$ cat src/rtl/pol_fix_pkg.sv
package pol_fix_pkg;

  typedef enum logic [1:0] {
    POL_HOLD    = 2'd0,
    POL_TOGGLE  = 2'd1,
    POL_DEFAULT = 2'd2
  } pol_act_e;

  // a declaration outranks a restore; the two cannot coincide since a hit implies activity
  function automatic pol_act_e pol_decide(input logic pulse_hit, input logic frame_hit,
                                          input logic expire);
    if (pulse_hit || frame_hit) return POL_TOGGLE;
    if (expire)                 return POL_DEFAULT;
    return POL_HOLD;
  endfunction

endpackage

$ cat src/rtl/pol_run_cnt.sv
module pol_run_cnt #(
  parameter int TH = 16
) (
  input  logic                         clk_i,
  input  logic                         rst_ni,
  input  logic                         flush_i,
  input  logic                         break_i,
  input  logic                         step_i,
  output logic                         hit_o,
  output logic [$clog2(TH+1)-1:0]      cnt_o
);
  localparam int CW = $clog2(TH + 1);
  localparam logic [CW-1:0] LAST = CW'(TH - 1);
  localparam logic [CW-1:0] TOP  = CW'(TH);

  logic [CW-1:0] cnt_q, cnt_d;

  always_comb begin
    cnt_d = cnt_q;
    if (flush_i || break_i)  cnt_d = '0;
    else if (step_i)         cnt_d = (cnt_q == TOP) ? TOP : cnt_q + 1'b1;
  end

  always_ff @(posedge clk_i or negedge rst_ni)
    if (!rst_ni) cnt_q <= '0;
    else         cnt_q <= cnt_d;

  assign hit_o = step_i && !break_i && (cnt_q >= LAST);
  assign cnt_o = cnt_q;

  p_break_r3: assert property (@(posedge clk_i) disable iff (!rst_ni)
    break_i |=> cnt_q == '0);
  p_flush_r6: assert property (@(posedge clk_i) disable iff (!rst_ni)
    flush_i |=> cnt_q == '0);
  p_sat_r6: assert property (@(posedge clk_i) disable iff (!rst_ni)
    cnt_q <= TOP);

endmodule

$ cat src/rtl/pol_restore_tmr.sv
module pol_restore_tmr #(
  parameter int LIMIT_MS = 112
) (
  input  logic clk_i,
  input  logic rst_ni,
  input  logic fail_i,
  input  logic tick_i,
  input  logic act_i,
  output logic expire_o
);
  localparam int TW = $clog2(LIMIT_MS + 1);
  localparam logic [TW-1:0] LAST = TW'(LIMIT_MS - 1);

  logic [TW-1:0] cnt_q;
  logic          idle;

  assign idle     = fail_i && !act_i;
  assign expire_o = idle && tick_i && (cnt_q == LAST);

  always_ff @(posedge clk_i or negedge rst_ni)
    if (!rst_ni)            cnt_q <= '0;
    else if (!idle)         cnt_q <= '0;
    else if (expire_o)      cnt_q <= '0;
    else if (tick_i)        cnt_q <= cnt_q + 1'b1;

  p_idle_clear_r7: assert property (@(posedge clk_i) disable iff (!rst_ni)
    (!fail_i || act_i) |=> cnt_q == '0);
  p_no_tick_hold_r7: assert property (@(posedge clk_i) disable iff (!rst_ni)
    (fail_i && !act_i && !tick_i) |=> $stable(cnt_q));

endmodule

$ cat src/rtl/pol_fix.sv
module pol_fix
  import pol_fix_pkg::*;
#(
  parameter int LP_RUN     = 16,
  parameter int FR_RUN     = 4,
  parameter int RESTORE_MS = 112
) (
  input  logic clk_i,
  input  logic rst_ni,
  input  logic tick_ms_i,
  input  logic link_test_en_i,
  input  logic link_fail_i,
  input  logic lp_ok_i,
  input  logic lp_inv_i,
  input  logic eof_ok_i,
  input  logic eof_inv_i,
  output logic invert_o,
  output logic pol_evt_o
);
  localparam int LPW = $clog2(LP_RUN + 1);
  localparam int FRW = $clog2(FR_RUN + 1);

  logic           lp_step, lp_break, lp_hit;
  logic           fr_hit, tmr_expire, activity;
  logic           inv_q, inv_d, inv_chg, evt_q;
  logic [LPW-1:0] lp_cnt;
  logic [FRW-1:0] fr_cnt;
  pol_act_e       act;

  // link pulses count only when link testing is on
  assign lp_step  = link_test_en_i && lp_inv_i;
  assign lp_break = link_test_en_i && lp_ok_i;
  assign activity = (link_test_en_i && (lp_ok_i || lp_inv_i)) || eof_ok_i || eof_inv_i;

  pol_run_cnt #(.TH(LP_RUN)) u_lp_run (
    .clk_i, .rst_ni, .flush_i(inv_chg), .break_i(lp_break), .step_i(lp_step),
    .hit_o(lp_hit), .cnt_o(lp_cnt)
  );

  pol_run_cnt #(.TH(FR_RUN)) u_fr_run (
    .clk_i, .rst_ni, .flush_i(inv_chg), .break_i(eof_ok_i), .step_i(eof_inv_i),
    .hit_o(fr_hit), .cnt_o(fr_cnt)
  );

  pol_restore_tmr #(.LIMIT_MS(RESTORE_MS)) u_tmr (
    .clk_i, .rst_ni, .fail_i(link_fail_i), .tick_i(tick_ms_i), .act_i(activity),
    .expire_o(tmr_expire)
  );

  always_comb begin
    act = pol_decide(lp_hit, fr_hit, tmr_expire);
    unique case (act)
      POL_TOGGLE:  inv_d = !inv_q;
      POL_DEFAULT: inv_d = 1'b0;
      default:     inv_d = inv_q;
    endcase
  end

  assign inv_chg = inv_d != inv_q;

  always_ff @(posedge clk_i or negedge rst_ni)
    if (!rst_ni) begin
      inv_q <= 1'b0;
      evt_q <= 1'b0;
    end else begin
      inv_q <= inv_d;
      evt_q <= inv_chg;
    end

  assign invert_o  = inv_q;
  assign pol_evt_o = evt_q;

  p_evt_on_change_r8: assert property (@(posedge clk_i) disable iff (!rst_ni)
    (invert_o != $past(invert_o)) |-> pol_evt_o);
  p_evt_only_change_r8: assert property (@(posedge clk_i) disable iff (!rst_ni)
    pol_evt_o |-> (invert_o != $past(invert_o)));
  p_change_has_cause_r2: assert property (@(posedge clk_i) disable iff (!rst_ni)
    (invert_o != $past(invert_o)) |-> $past(lp_hit || fr_hit || tmr_expire));
  p_restore_r7: assert property (@(posedge clk_i) disable iff (!rst_ni)
    tmr_expire |=> !invert_o);
  p_ltd_ignore_r5: assert property (@(posedge clk_i) disable iff (!rst_ni)
    (!link_test_en_i && !inv_chg) |=> $stable(lp_cnt));
  p_frame_flush_r6: assert property (@(posedge clk_i) disable iff (!rst_ni)
    inv_chg |=> (fr_cnt == '0 && lp_cnt == '0));

endmodule

$ cat config.mk
export PLATFORM = sky130hd
export DESIGN_NAME = pol_fix
export DESIGN_NICKNAME = d
export VERILOG_FILES = /design/src/rtl/pol_fix_pkg.sv /design/src/rtl/pol_run_cnt.sv /design/src/rtl/pol_restore_tmr.sv /design/src/rtl/pol_fix.sv
export SDC_FILE = /design/constraint.sdc
export NUM_CORES = 1
export LEC_CHECK = 0
export ABC_AREA = 1
export BUFFER_PORTS_ARGS = -buffer_cell sky130_fd_sc_hd__buf_2
export CORE_MARGIN = 4
export CORE_UTILIZATION = 57
export CTS_CLUSTER_DIAMETER = 200
export DETAILED_ROUTE_END_ITERATION = 12
export MAX_ROUTING_LAYER = met4
export PLACE_DENSITY = 0.78
export SKIP_CTS_REPAIR_TIMING = 1
export SLEW_MARGIN = 10
export SYNTH_ARGS = -nofsm -noshare
export SYNTH_HDL_FRONTEND = slang
export SYNTH_HIERARCHICAL = 1
export SYNTH_SLANG_ARGS = --single-unit
$ cat constraint.sdc
create_clock -name clk_i -period 2.45 [get_ports clk_i]
set_input_delay 0.1225 -clock clk_i [delete_from_list [all_inputs] [get_ports clk_i]]
set_output_delay 0.1225 -clock clk_i [all_outputs]
set_load 0.03 [all_outputs]
# == Yosys cells after proc, flatten, opt, wreduce, memory -nomap -nowiden ==
# Index checks and enable logic that the tools add are counted.
# totals
elab_cells,56
mem_bits_rw,0
out_inout_bits,2
latchBits,0
regBits,17
inputBits,9
mem_bits_ro,0
memories,0
# classes
shift,0
bitwise,0
reduce_logical,22
eq_ne,7
n_div,0
muxes,17
n_addsub,3
magnitude_cmp,2
mul,0
# ops
op,n
7-bit two-way mux,3
5-bit two-way mux,3
1-bit logical AND,10
3-bit two-way mux,3
2-bit two-way mux,4
7-bit by 1-bit adder with 7-bit output (second input constant),1
7-bit equality test (second input constant),1
1-bit logical OR,6
5-bit by 1-bit adder with 5-bit output (second input constant),1
5-bit equality test (second input constant),1
5-bit by 4-bit greater-or-equal comparator with 1-bit output (second input constant),1
1-bit zero test,4
2-bit nonzero test,2
3-bit by 1-bit adder with 3-bit output (second input constant),1
3-bit equality test (second input constant),1
3-bit by 2-bit greater-or-equal comparator with 1-bit output (second input constant),1
1-bit two-way mux,3
3-bit inequality test (second input constant),1
2-bit by 1-bit equality test with 1-bit output (second input constant),1
2-bit equality test (second input constant),1
1-bit one-hot mux with 2 select lines,1
1-bit inequality test,1

# == Depth between registers and ports, before layout ==
# depth
depth_word,17
mapped_depth,11
ltp_nobuf,11

# == Hierarchy ==
# The synthesis kept the hierarchy.
# by_module_without_submodules
module,seq_area_each_um2,instances,cells_each,area_per_inst_um2
pol_restore_tmr,175.2,1,55,422.9
pol_run_cnt at u_lp_run,125.1,1,45,327.8
pol_run_cnt at u_fr_run,75.1,1,29,211.5
pol_fix,50.0,1,16,107.6

# == Least setup slack after synthesis ==
# OpenSTA, ideal clock, no wires.
# synth_path
path_kind,reg-to-reg
startpoint,"register u_lp_run.cnt_q[0], in the netlist u_lp_run/cnt_o[0]"
endpoint,"register u_lp_run.cnt_q[0], in the netlist u_lp_run/cnt_o[0]"
setup_slack_ns,0.652
period_less_slack_ns,1.798
t_required_ns,2.377
setup_time_ns,0.073
n_path_buf,0
arrival_time_ns,1.725
stages_incl_launch_ff,12
path_cell_list,dfrtp_1 > ha_1 > inv_1 > nor3_1 > ha_1 > nor2_1 > a21oi_1 > nor2_1 > nand2_1 > nor3_2 > nor2_1 > a21oi_2
# synth_via
elab_chain_len,10
word_cells_on_any_way,16
cone_classes,add/sub (1); order compare (1); eq/ne (4); mux (6); reduce/logical (4)
# synth_rtl
element,line,rtl
from (decl),pol_run_cnt.sv:16,"logic [CW-1:0] cnt_q, cnt_d;"
from (signal assigned),pol_run_cnt.sv:26,else cnt_q <= cnt_d;
5-bit by 4-bit greater-or-equal comparator with 1-bit output (*),pol_run_cnt.sv:28,assign hit_o = step_i && !break_i && (cnt_q >= LAST);
1-bit logical AND (*),pol_run_cnt.sv:28,
via lp_hit,pol_fix.sv:23,"logic lp_step, lp_break, lp_hit;"
1-bit logical OR (*),pol_fix_pkg.sv:12,if (pulse_hit || frame_hit) return POL_TOGGLE;
1-bit two-way mux (*),pol_fix_pkg.sv:12,
2-bit two-way mux (*),pol_fix_pkg.sv:13,if (expire) return POL_DEFAULT;
2-bit equality test or 2-bit by 1-bit equality test with 1-bit output (tied branches),pol_fix.sv:52,unique case (act)
1-bit one-hot mux with 2 select lines (*),pol_fix.sv:52,
1-bit inequality test (*),pol_fix.sv:59,assign inv_chg = inv_d != inv_q;
via inv_chg,pol_fix.sv:25,"logic inv_q, inv_d, inv_chg, evt_q;"
1-bit logical OR (*),pol_run_cnt.sv:20,if (flush_i || break_i) cnt_d = '0;
5-bit two-way mux or 2-bit nonzero test (tied branches),n/a,
# Mark *: on every way through the listed nets, which the timed path passes. The rest lies on a longest branch. The select of a mux whose other input is x is not followed.
# A chain may end at the register's enable or synchronous reset.

# == Worst setup path after layout ==
# layout_path
startpoint,"register u_lp_run.cnt_q[0], in the netlist u_lp_run/cnt_o[0]"
endpoint,"register u_lp_run.cnt_q[1], in the netlist u_lp_run/cnt_o[1]"
# The elaborated chain is that of the path after synthesis.

==> metrics.md <==
| Metric | Value |
|---|---|
| Status | complete, no violations |
| Setup violators final | 0 |
| CTS tree | done |
| Share of the synthesized area in the top cell type | 0.3977 |
| Ports | 11 |
| Post-synth cell types | 21 |
| DRT Wirelength | 1872 um |
| Crit-path max FO | 6 |
| Die Y | 51.32 um |
| Fmax | 495.5 MHz |
| Row count | 15 |
| Initial antenna violation count | 0 |
| Antenna viol nets, final | 0 |
| Die area | 2634 sq um |
| Die W | between 50 and 60 um |
| Slew HR | 0.7468 |
| Pin count of the biggest net entering global routing | 18 |
| CTS H-tree depth | 1 |
| Critical Path AT | 2.24 ns |
| CP cell instances | ha_1, inv_1, nor3_1, ha_1, nor2_1, a21oi_1, nor2_1, nand2_1, nor3_2, inv_2, o21ai_1 |
| Fin Clk Skew | 0.003292 ns |
| Dpl ws | 0.4759 ns |
| TNS Setup | 0 ns |
| Area leader, netlist | dfrtp_1 |
| Mapped Area | 1070 sq um |
| Count leader, synth | nand2_1 |
| PD cells | between 500 and 600 nW/um^2 |
| Max Slew Vio Count | 0 |
| Reg clk slew, reported paths | around 0.10 ns |
| Global-route wire length before repair | 3608 um |
| Clk root buf | clkbuf_4 |
| Syn Nets | 161 |
| Slew @ Worst Pin | 0.3798 ns |
| Slowest CP cell | dfrtp_1 |
| Tot GR Track Use | 0.1891 |
| CP peak stage delay | 0.42 ns |
| Max Cap Viol | 0 |
| Fin area | 1189 sq um |
| Worst min-delay path class | primary input to register |
| Register area share after synthesis | 0.3977 |
| LEAKAGE | 0.6235 nW |
| Remaining global-route overflow | 0 |
| WP data required | 2.67 ns |
| Diode count | 0 |
| Fillers | 157 |
| Max clock buf depth | 2 |
| Period utilization | 0.8238 |
| Placement Cell Area | between 1000 and 1500 sq um |
| Unrepaired setup endpoints after global routing | no |
| Peak supply drop | a little under 0.0004 V |
| Synth top cells by count | nand2_1, inv_1, dfrtp_1 |
| Buffers & Inverters on Critical Path | 2 |
| Layout area overhead | 11.11% |
| Final worst slack | between 0.4 and 0.5 ns |
| IO Port Bufs | 10 |
| Initial drt markers | 15 |
| Initial Util | 0.6129 |
| Mapped Cells | 145 |
| # DRC | 0 |
| Final Hold Fails | 0 |
| Dpl hpwl | 1475 um |
| Multi-input gate area | around 550 sq um |
| Final period demand of the worst path | about 2 ns |
| Ys Warns | 6 |
| Post-synthesis register bit count | 17 |
| EDFF count, synth | 0 |
| Critical Path End Type | register |
| Post-synth ARST share | 1.000 |
| Nets | between 150 and 200 |
| Register Area | 425.4 sq um |
| Layout cells sized above 1 | 0.1813 |
| Core area | about 1700 sq um |
| Placer Congestion | 0.8921 |
| Clk_lat worst skew | about 0.29 ns |
| Vias in the first global route | 864 |
| Vias per cell | 4.789 |
| Crit-path leading delay family | simple AND/OR/NAND/NOR gates |
| Syn Area/Cell | between 7 and 8 sq um |
| Largest cells by area after synthesis | dfrtp_1, nand2_1, ha_1 |
| CTS buffer count | 3 |
| Vias | 886 |
| DR WL/cell | 10.12 um |
| Startpoint types | register |
| TritonRoute pass-1 iters | 4 |
| Clock sink total | 17 |
| Ys flop type | dfrtp_1 |
| Setup CP Type | register to register |
==> cells in the final DEF (no fill, tap or decap) <==
| master | count |
|---|---|
| buf_2 | 10 |
| dlygate4sd3_1 | 1 |
| nand3_1 | 9 |
| nand2_1 | 45 |
| a21oi_1 | 5 |
| nor3_2 | 1 |
| inv_1 | 20 |
| nand3_2 | 2 |
| nor2_1 | 12 |
| a21oi_2 | 1 |
| clkinv_2 | 1 |
| nor2_4 | 1 |
| dfrtp_1 | 17 |
| nand2_2 | 1 |
| xor2_1 | 2 |
| nor2_2 | 4 |
| o21ai_0 | 4 |
| clkbuf_4 | 3 |
| xnor2_1 | 1 |
| nand4_1 | 3 |
| nor3_1 | 1 |
| ha_1 | 7 |
| o21ai_1 | 4 |
| inv_2 | 4 |
| nand2_4 | 1 |
==> final timing paths <==
path | from | end | slack [ns] | cells past startpoint
max in group asynchronous | rst_ni | u_tmr/cnt_q[0]$_DFFE_PN0P_ | 1.90 | 2
max reg2reg | u_lp_run/cnt_o[0]$_DFFE_PN0P_ | u_lp_run/cnt_o[1]$_DFFE_PN0P_ | 0.43 | 11
max | u_lp_run/cnt_o[0]$_DFFE_PN0P_ | u_lp_run/cnt_o[1]$_DFFE_PN0P_ | 0.43 | 11
min in group asynchronous | rst_ni | u_fr_run/cnt_o[1]$_DFFE_PN0P_ | 0.28 | 2
min reg2reg | u_tmr/cnt_q[5]$_DFFE_PN0P_ | u_tmr/cnt_q[5]$_DFFE_PN0P_ | 0.52 | 2
min | eof_inv_i | u_fr_run/cnt_o[1]$_DFFE_PN0P_ | 0.09 | 3
==> where the power goes <==
group / switching [W] / total, W / leakage, nW / internal (W)
Sequential: 0.0000298 / 0.000339 / 0.231 / 0.000309
Combinational: 0.0000944 / 0.000147 / 0.375 / 0.0000522
Clock: 0.0000890 / 0.000150 / 0.0177 / 0.0000607
==> per-stage QoR <==
stage / util / power (W) / instances / hold slack [ns]
5_1_grt: 0.6810 / 0.0006934 / 185 / 0.1055
4_1_cts: 0.6753 / 0.0006460 / 184 / -0.2683
3_3_place_gp: 0.6595 / 0.0004837 / 180 / 0.06459
2_1_floorplan: - / 0.0004457 / 145 / -0.1731
3_5_place_dp: 0.6595 / 0.0004903 / 180 / 0.06419
6_report: 0.6810 / 0.0006350 / 185 / 0.09370
==> flip-flops by register name, summed over array words and instances (netlist names) <==
name and cells:
u_tmr/cnt_q 7, invert_o 1, u_fr_run/cnt_o 3, pol_evt_o 1, u_lp_run/cnt_o 5
==> tightest hold or removal path: stages <==
cell and delay [ns]:
buf_2 0.12, nand3_1 0.07, nand2_1 0.05
==> area by class of cell <==
class | instances | share of cell area
flip-flops and latches | 17 | 0.3579
repair buffers | 11 | 0.05053
well taps | 25 | 0.02632
inverters | 24 | 0.07579
clock inverters | 1 | 0.004211
clock buffers | 3 | 0.01895
multi-input cells | 104 | 0.4663
==> kinds of logic after synthesis <==
family	share of synthesized area
and+or+nand+nor	0.3427
buffers and inverters	0.08420
DFF	0.3977
AOI/OAI and AO/OA	0.06901
adders and majority gates	0.08187
xor gates and xnor gates	0.02457
==> routing by layer <==
layer  vias to the layer above  share of wire  track usage
li1                        481              -            -
met1                       391           0.46       0.2284
met2                        10           0.49       0.3004
met3                         4          0.024      0.03790
met4                         0          0.017      0.09607
met5                         -              0            -
No activity file was read; power rests on OpenSTA's default activity.
